<file path="config.mk">
export PLATFORM = sky130hd
export DESIGN_NAME = sap_port
export DESIGN_NICKNAME = d
export VERILOG_FILES = /design/src/rtl/sap_pkg.sv /design/src/rtl/sap_frame_ctl.sv /design/src/rtl/sap_rx_lane.sv /design/src/rtl/sap_tx.sv /design/src/rtl/sap_port.sv
export SDC_FILE = /design/constraint.sdc
export NUM_CORES = 1
export LEC_CHECK = 0
export BUFFER_PORTS_ARGS = -buffer_cell sky130_fd_sc_hd__clkbuf_2
export CAP_MARGIN = 20
export CORE_MARGIN = 2
export CORE_UTILIZATION = 50
export DETAILED_ROUTE_END_ITERATION = 8
export PLACE_DENSITY_LB_ADDON = 0.3
export RECOVER_POWER = 100
export SYNTH_ARGS = -nofsm -noshare
export SYNTH_HDL_FRONTEND = slang
export SYNTH_SLANG_ARGS = --single-unit
</file>
<file path="constraint.sdc">
create_clock -name bit_clk -period 2.77 [get_ports bit_clk]
set_input_delay 0.1385 -clock bit_clk [delete_from_list [all_inputs] [get_ports bit_clk]]
set_output_delay 0.1385 -clock bit_clk [all_outputs]
set_load 0.05 [all_outputs]
</file>
<file path="src/rtl/sap_pkg.sv">
package sap_pkg;

    localparam int WORD_W  = 24;
    localparam int SHORT_W = 20;
    localparam int CNT_W   = 6;

    typedef logic [WORD_W-1:0] word_t;
    typedef logic [CNT_W-1:0]  pos_t;

    localparam pos_t POS_WORD = pos_t'(WORD_W);

    typedef enum logic [1:0] {
        FMT_LSB20 = 2'b00,
        FMT_LSB24 = 2'b01,
        FMT_MSB24 = 2'b10,
        FMT_I2S24 = 2'b11
    } fmt_e;

    typedef struct packed {
        word_t left;
        word_t right;
    } pair_t;

    // Word-select level that denotes the left channel
    function automatic logic left_level(fmt_e f);
        return (f != FMT_I2S24);
    endfunction

    // Receive: does bit period p belong to the word?
    function automatic logic rx_in_window(fmt_e f, pos_t p);
        case (f)
            FMT_MSB24: return (p < POS_WORD);
            FMT_I2S24: return (p != '0) && (p <= POS_WORD);
            default:   return 1'b1;
        endcase
    endfunction

    // Receive: form the parallel word from the shift register
    function automatic word_t rx_extract(fmt_e f, word_t sh);
        if (f == FMT_LSB20)
            return {{(WORD_W-SHORT_W){sh[SHORT_W-1]}}, sh[SHORT_W-1:0]};
        return sh;
    endfunction

    // Transmit: bit driven in period p of a half-frame carrying w
    function automatic logic tx_bit(fmt_e f, pos_t p, word_t w);
        word_t t;
        if (f == FMT_I2S24) begin
            if (p == '0 || p > POS_WORD) return 1'b0;
            t = w << (p - 1'b1);
        end else begin
            if (p >= POS_WORD) return 1'b0;
            t = w << p;
        end
        return t[WORD_W-1];
    endfunction

endpackage

</file>
<file path="src/rtl/sap_frame_ctl.sv">
module sap_frame_ctl
    import sap_pkg::*;
(
    input  logic bit_clk,
    input  logic rst,
    input  logic ws,
    input  fmt_e fmt,
    output logic edge_det,
    output pos_t pos,
    output logic fin_left,
    output logic commit,
    output logic frame_valid
);

    logic primed;
    logic ws_q;
    logic full;
    logic left_good;
    pos_t cnt;

    always_comb begin
        edge_det = primed && (ws != ws_q);
        if (edge_det)
            pos = '0;
        else if (cnt == '1)
            pos = cnt;
        else
            pos = cnt + 1'b1;
        fin_left = (ws_q == left_level(fmt));
        commit   = edge_det && full && !fin_left && left_good;
    end

    always_ff @(posedge bit_clk) begin
        if (rst) begin
            primed      <= 1'b0;
            ws_q        <= 1'b0;
            full        <= 1'b0;
            left_good   <= 1'b0;
            cnt         <= '1;
            frame_valid <= 1'b0;
        end else begin
            primed      <= 1'b1;
            ws_q        <= ws;
            cnt         <= pos;
            frame_valid <= commit;
            if (edge_det) begin
                full <= 1'b1;
                if (full && fin_left)
                    left_good <= 1'b1;
            end
        end
    end

    assert_single_strobe_R6: assert property (@(posedge bit_clk) disable iff (rst)
        frame_valid |=> !frame_valid);

    assert_strobe_at_start_R6: assert property (@(posedge bit_clk) disable iff (rst)
        frame_valid |-> (cnt == '0));

endmodule

</file>
<file path="src/rtl/sap_rx_lane.sv">
module sap_rx_lane
    import sap_pkg::*;
(
    input  logic  bit_clk,
    input  logic  rst,
    input  logic  sd,
    input  fmt_e  fmt,
    input  logic  edge_det,
    input  logic  fin_left,
    input  logic  commit,
    input  pos_t  pos,
    output pair_t pair_o
);

    word_t sh;
    word_t hold_l;

    always_ff @(posedge bit_clk) begin
        if (rst) begin
            sh     <= '0;
            hold_l <= '0;
            pair_o <= '0;
        end else begin
            if (edge_det && fin_left)
                hold_l <= rx_extract(fmt, sh);
            if (commit) begin
                pair_o.left  <= hold_l;
                pair_o.right <= rx_extract(fmt, sh);
            end
            if (rx_in_window(fmt, pos))
                sh <= {sh[WORD_W-2:0], sd};
        end
    end

endmodule

</file>
<file path="src/rtl/sap_tx.sv">
module sap_tx
    import sap_pkg::*;
(
    input  logic  bit_clk,
    input  logic  rst,
    input  logic  ws,
    input  fmt_e  fmt,
    input  pair_t src,
    output logic  ser_out
);

    logic  ws_q;
    pos_t  tcnt;
    word_t tx_l;
    word_t tx_r;
    logic  tedge;
    logic  is_left;
    pos_t  tpos;
    word_t cur;

    always_comb begin
        tedge   = (ws != ws_q);
        is_left = (ws == left_level(fmt));
        if (tedge)
            tpos = '0;
        else if (tcnt == '1)
            tpos = tcnt;
        else
            tpos = tcnt + 1'b1;
        if (is_left)
            cur = tedge ? src.left : tx_l;
        else
            cur = tx_r;
    end

    always_ff @(negedge bit_clk) begin
        if (rst) begin
            ws_q    <= 1'b0;
            tcnt    <= '1;
            tx_l    <= '0;
            tx_r    <= '0;
            ser_out <= 1'b0;
        end else begin
            ws_q    <= ws;
            tcnt    <= tpos;
            ser_out <= tx_bit(fmt, tpos, cur);
            if (tedge && is_left) begin
                tx_l <= src.left;
                tx_r <= src.right;
            end
        end
    end

    assert_pad_low_R7: assert property (@(negedge bit_clk) disable iff (rst)
        (tcnt > POS_WORD) |-> !ser_out);

endmodule

</file>
<file path="src/rtl/sap_port.sv">
module sap_port
    import sap_pkg::*;
#(
    parameter int NUM_PLAY = 3
) (
    input  logic                     bit_clk,
    input  logic                     rst,
    input  logic                     ws,
    input  logic [1:0]               fmt_sel,
    input  logic                     loop_aux,
    input  logic [NUM_PLAY-1:0]      play_din,
    input  logic                     aux_din,
    input  logic [WORD_W-1:0]        cap_left,
    input  logic [WORD_W-1:0]        cap_right,
    output logic [NUM_PLAY*WORD_W-1:0] play_left,
    output logic [NUM_PLAY*WORD_W-1:0] play_right,
    output logic [WORD_W-1:0]        aux_left,
    output logic [WORD_W-1:0]        aux_right,
    output logic                     frame_valid,
    output logic                     ser_out
);

    localparam int NUM_LANES = NUM_PLAY + 1;
    localparam int AUX_LANE  = NUM_PLAY;

    fmt_e  fmt;
    logic  edge_det;
    logic  fin_left;
    logic  commit;
    pos_t  pos;
    pair_t src;
    pair_t lane_pair [NUM_LANES];
    logic [NUM_LANES-1:0] lane_sd;

    assign fmt     = fmt_e'(fmt_sel);
    assign lane_sd = {aux_din, play_din};

    sap_frame_ctl u_ctl (
        .bit_clk     (bit_clk),
        .rst         (rst),
        .ws          (ws),
        .fmt         (fmt),
        .edge_det    (edge_det),
        .pos         (pos),
        .fin_left    (fin_left),
        .commit      (commit),
        .frame_valid (frame_valid)
    );

    for (genvar i = 0; i < NUM_LANES; i++) begin : g_lane
        sap_rx_lane u_lane (
            .bit_clk  (bit_clk),
            .rst      (rst),
            .sd       (lane_sd[i]),
            .fmt      (fmt),
            .edge_det (edge_det),
            .fin_left (fin_left),
            .commit   (commit),
            .pos      (pos),
            .pair_o   (lane_pair[i])
        );
    end

    for (genvar i = 0; i < NUM_PLAY; i++) begin : g_flat
        assign play_left[i*WORD_W +: WORD_W]  = lane_pair[i].left;
        assign play_right[i*WORD_W +: WORD_W] = lane_pair[i].right;
    end

    assign aux_left  = lane_pair[AUX_LANE].left;
    assign aux_right = lane_pair[AUX_LANE].right;

    always_comb begin
        if (loop_aux)
            src = lane_pair[AUX_LANE];
        else
            src = '{left: cap_left, right: cap_right};
    end

    sap_tx u_tx (
        .bit_clk (bit_clk),
        .rst     (rst),
        .ws      (ws),
        .fmt     (fmt),
        .src     (src),
        .ser_out (ser_out)
    );

    assert_hold_R6: assert property (@(posedge bit_clk) disable iff (rst)
        !frame_valid |-> ($stable(play_left) && $stable(play_right)
                          && $stable(aux_left) && $stable(aux_right)));

    assert_sign_ext_R1: assert property (@(posedge bit_clk) disable iff (rst)
        (frame_valid && fmt_sel == 2'b00) |->
            ($countones(play_left[WORD_W-1:SHORT_W-1]) == 0 ||
             $countones(play_left[WORD_W-1:SHORT_W-1]) == WORD_W-SHORT_W+1));

endmodule

</file>
[Word-level counts from Yosys, hierarchy flattened]
Index checks and enable logic that the tools add are counted.
Storage, ports and cells
  register bits: 451
  output and inout port bits: 194
  bits of input ports: 58
Operators by class
  reductions and logical operators: 14
  muxes and demuxes: 45
  eq/ne operators: 9
  magnitude comparators: 4
  shifts and indexed selects: 2
  add/sub/neg operators: 3
Operator list (count)
  two-way mux 24 bit: 17
  two-way mux 48 bit: 1
  << shifter 24 x 6 -> 24 bit: 2
  two-way mux 6 bit: 4
  two-way mux 1 bit: 22
  adder 6 x 1 -> 6 bit (second input constant): 2
  equality test 6 bit (second input constant): 2
  logical AND 1 bit: 8
  greater-or-equal comparator 6 x 5 -> 1 bit (second input constant): 1
  greater-than comparator 6 x 5 -> 1 bit (second input constant): 1
  <= comparator 6 x 5 -> 1 bit (second input constant): 1
  zero test 6 bit: 1
  < comparator 6 x 5 -> 1 bit (second input constant): 1
  nonzero test 6 bit: 1
  subtractor 6 x 1 -> 6 bit (second input constant): 1
  equality test 2 bit (second input constant): 2
  equality test 1 bit: 2
  zero test 2 bit: 1
  != test 1 bit: 2
  != test 2 bit (second input constant): 1
  one-hot mux 1 bit (2 select lines): 1
  AND reduction 2 bit: 1
  zero test 1 bit: 1
  logical OR 1 bit: 1

[Depth between registers and ports, before layout]
Gate-level depths: netlist of the first run.
  depth after elaboration: 12
  gate-level depth with buffers: 15
  depth with buffers taken out: 13

[Modules after synthesis]
A second synthesis of the first run with hierarchy kept.
Unflattened totals
  cells, all modules: 1925
  area total of the unflattened synthesis: 18312.6 sq um
Modules (own cells, without submodules)
  sap_rx_lane: instances 4, sequential area each 1921.8 sq um, area an instance 3480.8 sq um, cells an instance 348
  sap_tx: instances 1, sequential area each 1121.1 sq um, area an instance 3158.0 sq um, cells an instance 422
  sap_port: instances 1, sequential area each 0.0 sq um, area an instance 659.4 sq um, cells an instance 53
  sap_frame_ctl: instances 1, sequential area each 220.2 sq um, area an instance 571.8 sq um, cells an instance 58

==> results of run 1 <==
-- cells by family (layout without fill, tap and decap cells) --
| family | Yosys count | in the layout | synth area share |
|---|---|---|---|
| AO/OA/AOI/OAI | 542 | 542 | 0.178 |
| XOR/XNOR | 13 | 13 | 0.00816 |
| adder cells (fa/ha/maj) | 3 | 3 | 0.00215 |
| buffers and inverters | 180 | 557 | 0.0435 |
| flip-flops | 451 | 451 | 0.517 |
| multiplexers | 67 | 67 | 0.0417 |
| AND/OR/NAND/NOR | 927 | 927 | 0.210 |
-- flip-flops by register name (all words and copies together) (netlist names) --
signal                cells
u_ctl.full                1
u_ctl.frame_valid         1
u_tx.tx_r                24
u_tx.tcnt                 6
u_ctl.primed              1
u_tx.tx_l                24
g_lane.u_lane.hold_l     96
u_ctl.cnt                 6
u_ctl.left_good           1
u_tx.ws_q                 1
u_ctl.ws_q                1
u_tx.ser_out              1
g_lane.u_lane.pair_o    192
g_lane.u_lane.sh         96
-- worst max-delay path: cells and delay by family, from the launching register on --
family / cells / cell delay [ns]
flip-flops: 1 / 0.33
buffers and inverters: 1 / 0.18
multiplexers: 3 / 0.98
AO/OA/AOI/OAI: 3 / 0.32
-- cells in the mapped netlist, types with 8 or more instances --
cell	count
nand2_1	740
dfxtp_1	451
a21oi_1	381
clkbuf_1	123
nor2_1	109
a211oi_1	80
mux2i_1	57
buf_2	34
o21ai_0	20
nand3_1	19
o211ai_1	11
and2_1	9
buf_4	9
inv_1	9
nand4_1	9
a31oi_1	8
or2_2	8
-- power groups by stage --
stage | registers (mW) | clock network (mW) | logic, mW
2_1_floorplan | 6.87 | 0.125 | 1.20
3_3_place_gp | 6.90 | 0.125 | 1.89
3_5_place_dp | 6.90 | 0.125 | 1.91
4_1_cts | 6.77 | 7.02 | 1.94
5_1_grt | 6.78 | 7.35 | 2.08
6_report | 6.77 | 6.93 | 1.92
-- repair_timing --
item                                    4_1_cts  5_1_grt
hold buffers                                  4        0
cloned                                        0        1
resized for setup                             4        5
endpoints found under the setup margin        1       27
endpoints found under the hold margin         4        0
pin swaps                                     3        1
-- stage by stage --
stage	cells	hold WS, ns	setup slack, ns	utilization	power, mW
detailed placement	2869	0.386	-0.936	0.583	8.94
CTS	3014	0.00532	-0.511	0.637	15.7
finish	3015	0.256	-0.511	0.627	15.6
global route	3015	0.287	-0.523	0.627	16.2
floorplan	2183	0.279	-0.648	-	8.19
global placement	2869	0.379	-0.966	0.583	8.92
-- path summary, 6_finish.rpt --
kind	from	endpoint	depth (start not counted)
worst min-delay path	fmt_sel[1]	g_lane[0].u_lane.sh[13]	6
worst max-delay path	g_lane[3].u_lane.pair_o[26]	u_tx.ser_out	7
worst min register to register	g_lane[3].u_lane.hold_l[21]	g_lane[3].u_lane.pair_o[45]	2
worst max register to register	g_lane[3].u_lane.pair_o[26]	u_tx.ser_out	7
-- layer usage --
metal  part of all wire  GRT usage  vias to the layer above
met4              0.023     0.0853                        0
met3              0.064     0.0584                       75
li1                   -          -                     7984
met5                  0          0                        -
met1               0.45      0.387                     7754
met2               0.47      0.465                      464
-- final cells by class --
cell class	count	area, µm²
timing repair buffer	406	2350
sequential	451	9030
inverter	9	36.3
clock inverter	79	478
multi-input combinational	1552	7770
tap	455	569
clock buffer	63	1360
fill	3111	12900
-- placed cells by master (no fill, tap or decap), types with 4 or more instances in the layout --
cell and instances:
nand4_1 9, a21oi_1 380, a211oi_1 80, clkbuf_4 5, clkbuf_1 204, a31oi_1 8
nand3_1 19, inv_1 65, and3_1 4, o22ai_1 4, mux2_2 5, xor2_1 5
mux4_2 4, o21ai_0 20, xnor2_1 4, nand2_1 738, o211ai_1 11, nor2_1 110
or2_2 8, clkinv_2 11, dlygate4sd3_1 4, and2_1 8, buf_4 122, clkbuf_16 51
bufinv_16 5, dfxtp_1 450, o31ai_1 4, clkbuf_2 61, mux2i_1 55, buf_12 12
nor3_1 8, clkbuf_8 6
==> key figures, run 1 <==
Critical path
  • WP data arrival: between 2 and 2.5 ns
  • Critical-path cell list: mux2i_2, buf_4, a21oi_2, mux4_2, mux2_4, a32oi_2, a221oi_1
  • Crit end category: flip-flop
  • Crit path kind: flip-flop to flip-flop
  • Register-to-register setup slack: -0.51 ns
  • Data required, critical path: approximately 1.9 ns
  • Peak per-stage delay on the critical path: just under 0.5 ns
  • Crit start category: flip-flop
  • Slowest cell on crit path: mux4_2
  • Worst-path fanout max: 2

Die
  • Die height: approximately 190 µm
  • Ports: between 200 and 300
  • Die Wd: between 150 and 200 µm
  • Initial Util: 0.507
  • CORE AREA: ~34000 µm²
  • Rows: a little under 70
  • Die area: around 36000 µm²

GRT
  • Largest net degree at the start of global routing: about 130
  • All-Layer GR Usage: 0.287
  • Antenna violations before repair: 0
  • First-pass GRT wire length: between 80000 and 90000 µm
  • Vias in the first global route: around 15000
  • Grt total ovfl: 0

Synth
  • Cell taking the most area after synthesis: dfxtp_1
  • Post-synth top area share: 0.517
  • Synth warn: 0
  • Post-synthesis register bit count: between 400 and 500
  • Synth area leaders: dfxtp_1, nand2_1, a21oi_1
  • Synth cell types: 66
  • Syn avg cell area: 8.00 µm²
  • Ys async rst share: 0
  • Post-Synthesis Cells: 2183
  • Synthesized area: 17500 µm²
  • Synth Flop Type: dfxtp_1
  • Post-synth EDFFs: 0
  • Syn nets: between 2000 and 2500
  • Sequential fraction of the synthesis area: 0.517

Drt
  • DRT antenna net count: 0
  • Detailed Route Iter0 Violations: around 1200
  • Routed length per placed instance: roughly 18 µm
  • Router iterations before antenna repair: 5
  • Vias per cell: 5.40
  • Vias: around 16000
  • Remaining DRCs: 0
  • Drt total wl: ~54000 µm

Run status
  • Outcome: finished, violations left
  • Failing checks: max-capacitance violations, max-slew violations, negative setup slack

Clocking
  • CTS max path bufs: 3
  • CTS Buf Count: between 40 and 50
  • H-tree Lvls: 2
  • CTS tree: done
  • Clock-pin slew on the worst setup and hold paths: around 0.07 ns
  • Postcts setup bufs: 0
  • Root Driver: clkbuf_16
  • Clock Sinks: around 450
  • Latest clock arrival within the worst-skew pair: between 0.6 and 0.7 ns

Power
  • Internal: around 11 mW
  • Clock power frac: 0.444
  • Max VDD drop: about 0.55 mV
  • Net Switching: 4.21 mW
  • Gate power share: 0.123
  • Leak pwr: a little under 8 nW
  • Sequential power share: 0.433
  • Sw Share: 0.269
  • P per Cell Area: 724 nW/µm²

Timing
  • Worst Tran Pin Value: 1.52 ns
  • Clock skew: between 0.06 and 0.07 ns
  • Final Setup Violations: 11
  • Pins Over Slew Limit: ~130
  • Final Hold Viols: 0
  • Relative slew slack: -0.0147
  • Setup ws final: -0.511 ns
  • Setup TNS Final: -0.677 ns
  • Unrepaired setup endpoints after global routing: true

Layout
  • ANT cells: 0
  • Share of cells above drive strength 1: 0.127
  • Synth-to-Final Area Change: 23.6%
  • Nets: between 2000 and 3000
  • Fin area: ~22000 µm²

Hold path
  • Worst min path class: input pin to flip-flop

Place
  • Placed inst area: between 20000 and 25000 µm²
  • Post-DP HPWL: approximately 37000 µm
  • RD Place Congestion: ~0.94
  • I/O Buffers: 251

Job
  • Max cap viols: 1
No activity file was read; power rests on OpenSTA's default activity.
==> run 2, diff against run 1 <==
--- a/config.mk
+++ b/config.mk
@@ -5,12 +5,12 @@
 export SDC_FILE = /design/constraint.sdc
 export NUM_CORES = 1
 export LEC_CHECK = 0
-export BUFFER_PORTS_ARGS = -buffer_cell sky130_fd_sc_hd__clkbuf_2
 export CAP_MARGIN = 20
 export CORE_MARGIN = 2
 export CORE_UTILIZATION = 50
 export DETAILED_ROUTE_END_ITERATION = 8
-export PLACE_DENSITY_LB_ADDON = 0.3
+export DONT_BUFFER_PORTS = 1
+export PLACE_DENSITY = 0.67
 export RECOVER_POWER = 100
 export SYNTH_ARGS = -nofsm -noshare
 export SYNTH_HDL_FRONTEND = slang
==> key figures, run 2 (synthesis results as in run 1) <==
Critical path
  • WP data arrival: between 2 and 2.5 ns
  • Data required, critical path: between 1.5 and 2 ns
  • Critical Path Start: rst
  • Peak per-stage delay on the critical path: around 1.3 ns
  • Worst-path fanout max: around 290
  • Critical-path cell list: clkbuf_4, inv_1, o21ai_0, a211o_1, a221oi_1
  • Slowest cell on crit path: clkbuf_4
  • Crit end category: flip-flop
  • Crit start category: input pin
  • Crit path kind: input pin to flip-flop
  • Reg2reg start: g_lane[3].u_lane.pair_o[32]

Die
  • CORE AREA: about 34000 µm²
  • Ports: approximately 250
  • Die Wd: around 190 µm
  • Die area: roughly 36000 µm²
  • Rows: just under 70
  • Initial Util: 0.507
  • Die height: between 150 and 200 µm

Timing
  • Clock skew: ~0.060 ns
  • Relative slew slack: -0.175
  • Final Setup Violations: 232
  • Worst Tran Pin Value: around 1.8 ns
  • Setup ws final: -0.524 ns
  • Worst hold slack: between 0.07 and 0.08 ns
  • Unrepaired setup endpoints after global routing: true
  • Final Hold Viols: 0
  • Pins Over Slew Limit: about 150

Drt
  • Routed length per placed instance: 18.8 µm
  • Detailed Route Iter0 Violations: around 1200
  • Vias per cell: around 5.5
  • Drt total wl: ~57000 µm
  • DRT antenna net count: 0
  • Vias: 16600
  • Router iterations before antenna repair: 5
  • Remaining DRCs: 0

Clocking
  • H-tree Lvls: 2
  • CTS max path bufs: 3
  • Clock Sinks: 451
  • CTS tree: done
  • Root Driver: clkbuf_16
  • Clock-pin slew on the worst setup and hold paths: roughly 0.060 ns
  • CTS Buf Count: 46
  • Latest clock arrival within the worst-skew pair: about 0.63 ns

Layout
  • Commonest non-fill, non-tap cell in the layout: nand2_1
  • ANT cells: 0
  • Synth-to-Final Area Change: 30.2%
  • Most frequent cells in the layout: nand2_1, dfxtp_1, a21oi_1
  • Final core occ: 0.660
  • Nets: approximately 2600
  • Biggest regs: g_lane.u_lane.pair_o (192), g_lane.u_lane.hold_l (96), g_lane.u_lane.sh (96)
  • Most flops, register: g_lane.u_lane.pair_o
  • Max reg flops: around 190
  • Share of cells above drive strength 1: 0.0851

Power
  • Leak pwr: approximately 8.8 nW
  • Max VDD drop: 0.677 mV
  • P per Cell Area: about 700 nW/µm²

Hold path
  • Hold Startpoint: fmt_sel[1]
  • Worst min path class: input pin to flip-flop

Run status
  • Outcome: finished, violations left
  • Failing checks: max-capacitance violations, max-slew violations, negative setup slack

GRT
  • Vias in the first global route: between 15000 and 20000
  • All-Layer GR Usage: 0.305
  • Grt total ovfl: 0
  • Largest net degree at the start of global routing: just under 300
  • First-pass GRT wire length: 87800 µm
  • Antenna violations before repair: 1

Job
  • Max cap viols: 1

Place
  • RD Place Congestion: around 0.94
  • I/O Buffers: 0
  • Post-DP HPWL: ~35000 µm
run 2: changes by cell type in the layout (fill, tap and decap cells not counted), moves of 3 or more:
cell and change:
clkbuf_8 +5, buf_4 -45, clkinv_2 -6, clkinv_1 +3, dlygate4sd3_1 +240, clkbuf_4 +3
clkbuf_1 -148, clkbuf_2 -57
run 2: path summary, 6_finish.rpt:
| kind | to | depth (start not counted) | slack, ns |
|---|---|---|---|
| worst max-delay path | u_tx.ser_out | 5 | -0.52 |
| worst min-delay path | g_lane[0].u_lane.sh[7] | 4 | 0.07 |
| worst max register to register | u_tx.ser_out | 6 | -0.39 |
| worst min register to register | g_lane[3].u_lane.sh[23] | 2 | 0.45 |
run 2: area by class of cell:
class,instances,area [µm²]
repair buffers,396,3530
flip-flops and latches,451,9030
multi-input cells,1553,7740
fillers,2920,11700
inverters,9,36.3
clock inverters,76,457
clock buffers,65,1400
well taps,455,569
run 2: stage by stage:
stage                     area [µm²]  setup WS [ns]  TNS (ns)  std cells  total power, mW
after floorplan                17600         -0.648     -9.00       2183             8.19
after global placement         18700         -0.658     -5.89       2615             8.67
after detailed placement       18700         -0.730     -7.31       2615             8.69
after CTS                      23000         -0.397    -0.460       3000             15.6
after global routing           22800         -0.496    -65.78       3005             16.0
final                          22800         -0.524    -24.38       3005             15.5
run 2: where the power goes:
group          internal (mW)  leakage [nW]  switching [mW]
clock                   4.10          1.10            2.87
sequential              6.64          3.65           0.151
combinational          0.673          4.04            1.04
total                   11.4          8.79            4.06
run 2: critical path, delay by kind of cell:
kind / cells / cell delay [ns]
compound gates: 3 / 0.51
buf+inv: 2 / 1.53
run 2: layer usage:
| layer | wire (µm) | up-vias | track usage |
|---|---|---|---|
| li1 | - | 7988 | - |
| met1 | 24500 | 7997 | 0.398 |
| met2 | 27000 | 528 | 0.511 |
| met3 | 3640 | 91 | 0.0582 |
| met4 | 1490 | 0 | 0.0891 |
| met5 | 0 | - | 0 |
run 2: what timing repair did:
action	CTS	global route
cloned	0	1
endpoints found under the hold margin	395	0
setup endpoints to repair	2	37
buffers inserted	0	4
pin swaps	1	1
gates resized for setup	1	4
hold buffers	245	0
==> run 3, diff against run 2 <==
--- a/config.mk
+++ b/config.mk
@@ -10,7 +10,7 @@
 export CORE_UTILIZATION = 50
 export DETAILED_ROUTE_END_ITERATION = 8
 export DONT_BUFFER_PORTS = 1
-export PLACE_DENSITY = 0.67
+export PLACE_DENSITY = 0.68
 export RECOVER_POWER = 100
 export SYNTH_ARGS = -nofsm -noshare
 export SYNTH_HDL_FRONTEND = slang
==> key figures, run 3 (synthesis results as in run 1) <==
Timing
  • Worst Tran Pin Value: 1.77 ns
  • Relative slew slack: -0.178
  • Clock skew: 0.0671 ns
  • Pins Over Slew Limit: 153
  • Worst hold slack: -0.0362 ns
  • Setup ws final: -0.631 ns
  • Final Hold Viols: 2
  • Unrepaired setup endpoints after global routing: true
  • Final Setup Violations: 232

Critical path
  • Critical Path Start: rst
  • Worst r2r dst: u_tx.ser_out
  • Cells on worst reg2reg path: 7
  • Data required, critical path: 1.88 ns
  • Reg2reg start: g_lane[3].u_lane.pair_o[36]
  • Register-to-register setup slack: -0.43 ns
  • Critical-path cell list: clkbuf_4, inv_1, o21ai_0, a211o_1, a221oi_1
  • Worst-path fanout max: about 290
  • Peak per-stage delay on the critical path: 1.34 ns
  • Crit path max-delay family: buffers and inverters
  • Crit end category: flip-flop
  • WP data arrival: approximately 2.5 ns
  • Crit start category: input pin
  • Setup crit end: u_tx.ser_out
  • Crit path kind: input pin to flip-flop
  • Slowest cell on crit path: clkbuf_4
  • Worst path depth: 5
  • CP bufs+invs: 2

Layout
  • Fin area: 22600 µm²
  • ANT cells: 0
  • Most frequent cells in the layout: nand2_1, dfxtp_1, a21oi_1
  • Synth-to-Final Area Change: 29.3%
  • Biggest regs: g_lane.u_lane.pair_o (192), g_lane.u_lane.hold_l (96), g_lane.u_lane.sh (96)
  • Commonest non-fill, non-tap cell in the layout: nand2_1
  • Max reg flops: about 190
  • Most flops, register: g_lane.u_lane.pair_o
  • Nets: between 2000 and 3000
  • Share of cells above drive strength 1: 0.0796

Die
  • CORE AREA: 34500 µm²
  • Die Wd: between 150 and 200 µm
  • Die height: between 150 and 200 µm
  • Initial Util: 0.507
  • Rows: 68
  • Ports: approximately 250
  • Die area: about 36000 µm²

Clocking
  • Root Driver: clkbuf_16
  • Clock Sinks: approximately 450
  • CTS Buf Count: between 40 and 50
  • H-tree Lvls: 2
  • Latest clock arrival within the worst-skew pair: 0.63 ns
  • CTS tree: done
  • CTS max path bufs: 3
  • Clock-pin slew on the worst setup and hold paths: roughly 0.06 ns

Drt
  • Routed length per placed instance: roughly 19 µm
  • Vias per cell: roughly 5.5
  • Detailed Route Iter0 Violations: around 970
  • Vias: ~16000
  • Remaining DRCs: 0
  • DRT antenna net count: 0
  • Drt total wl: roughly 56000 µm
  • Router iterations before antenna repair: 5

Power
  • Max VDD drop: between 0.5 and 0.6 mV
  • Leak pwr: around 8.7 nW
  • P per Cell Area: between 600 and 700 nW/µm²

GRT
  • First-pass GRT wire length: 87000 µm
  • All-Layer GR Usage: 0.302
  • Antenna violations before repair: 0
  • Vias in the first global route: about 16000
  • Grt total ovfl: 0
  • Largest net degree at the start of global routing: around 290

Place
  • Place WS: -0.767 ns
  • Placed inst area: around 19000 µm²
  • I/O Buffers: 0
  • Post-DP HPWL: between 30000 and 40000 µm
  • RD Place Congestion: between 0.9 and 1

Run status
  • Failing checks: negative hold slack, max-capacitance violations, max-slew violations, negative setup slack
  • Outcome: finished, violations left

Hold path
  • Hold Startpoint: ws
  • Worst min path class: input pin to flip-flop

Job
  • Max cap viols: 1
[run 3: cell types whose count changed in the layout (fill, tap and decap cells not counted), moves of 3 or more]
| cell | previous run | this run |
|---|---|---|
| clkbuf_1 | 56 | 62 |
| clkbuf_4 | 8 | 4 |
| clkbuf_8 | 11 | 7 |
| buf_4 | 77 | 74 |
| clkinv_1 | 3 | 0 |
[run 3: worst min path at each step]
| stage | cells past startpoint | slack (ns) | to |
|---|---|---|---|
| floorplan | 2 | 0.28 | g_lane[0].u_lane.sh[0] |
| global placement | 1 | 0.24 | g_lane[3].u_lane.pair_o[30] |
| detailed placement | 1 | 0.25 | g_lane[3].u_lane.pair_o[31] |
| CTS | 4 | 0.03 | g_lane[0].u_lane.sh[9] |
| global route | 4 | 0.04 | u_ctl.cnt[2] |
| finish | 4 | -0.04 | u_ctl.cnt[3] |
[run 3: routing by layer]
metal | GRT usage | wire length [µm]
met3 | 0.0604 | 3880
met2 | 0.500 | 26500
met1 | 0.396 | 23700
met5 | 0 | 0
met4 | 0.0939 | 1630
[run 3: layout make-up]
| cell class | count | area, µm² |
|---|---|---|
| fillers | 2904 | 11900 |
| repair buffers | 388 | 3460 |
| clock inverters | 70 | 368 |
| well taps | 455 | 569 |
| clock buffers | 68 | 1370 |
| inverters | 9 | 36.3 |
| flip-flops and latches | 451 | 9030 |
| multi-input cells | 1552 | 7760 |
[run 3: power breakdown]
group	internal (mW)	switching, mW	total [mW]	leakage (nW)
registers	6.64	0.147	6.78	3.65
clock network	3.81	2.81	6.62	1.05
logic	0.697	1.03	1.73	4.01
total	11.1	3.99	15.1	8.71
[run 3: through the flow]
stage                     std cells  hold WS (ns)  total power, mW  setup TNS, ns  utilization
after detailed placement       2609         0.248             8.72          -4.21        0.541
after floorplan                2183         0.279             8.19          -9.00            -
after global placement         2609         0.242             8.70          -3.47        0.541
after CTS                      2990        0.0256             15.2         -0.474        0.663
final                          2993       -0.0362             15.1         -24.37        0.655
after global routing           2993        0.0351             15.7         -83.92        0.655
[run 3: worst register-to-register path, delay by kind of cell, from the launching register on]
family / cells / cell delay, ns
compound gates: 6 / 0.98
mux: 1 / 0.46
flops: 1 / 0.31
[run 3: what timing repair did]
item                                    4_1_cts  5_1_grt
pin swaps                                     1        1
hold endpoints to repair                    392        0
endpoints found under the setup margin        2       16
hold buffers                                244        0
resized for setup                             2        2
buffers inserted                              0        3
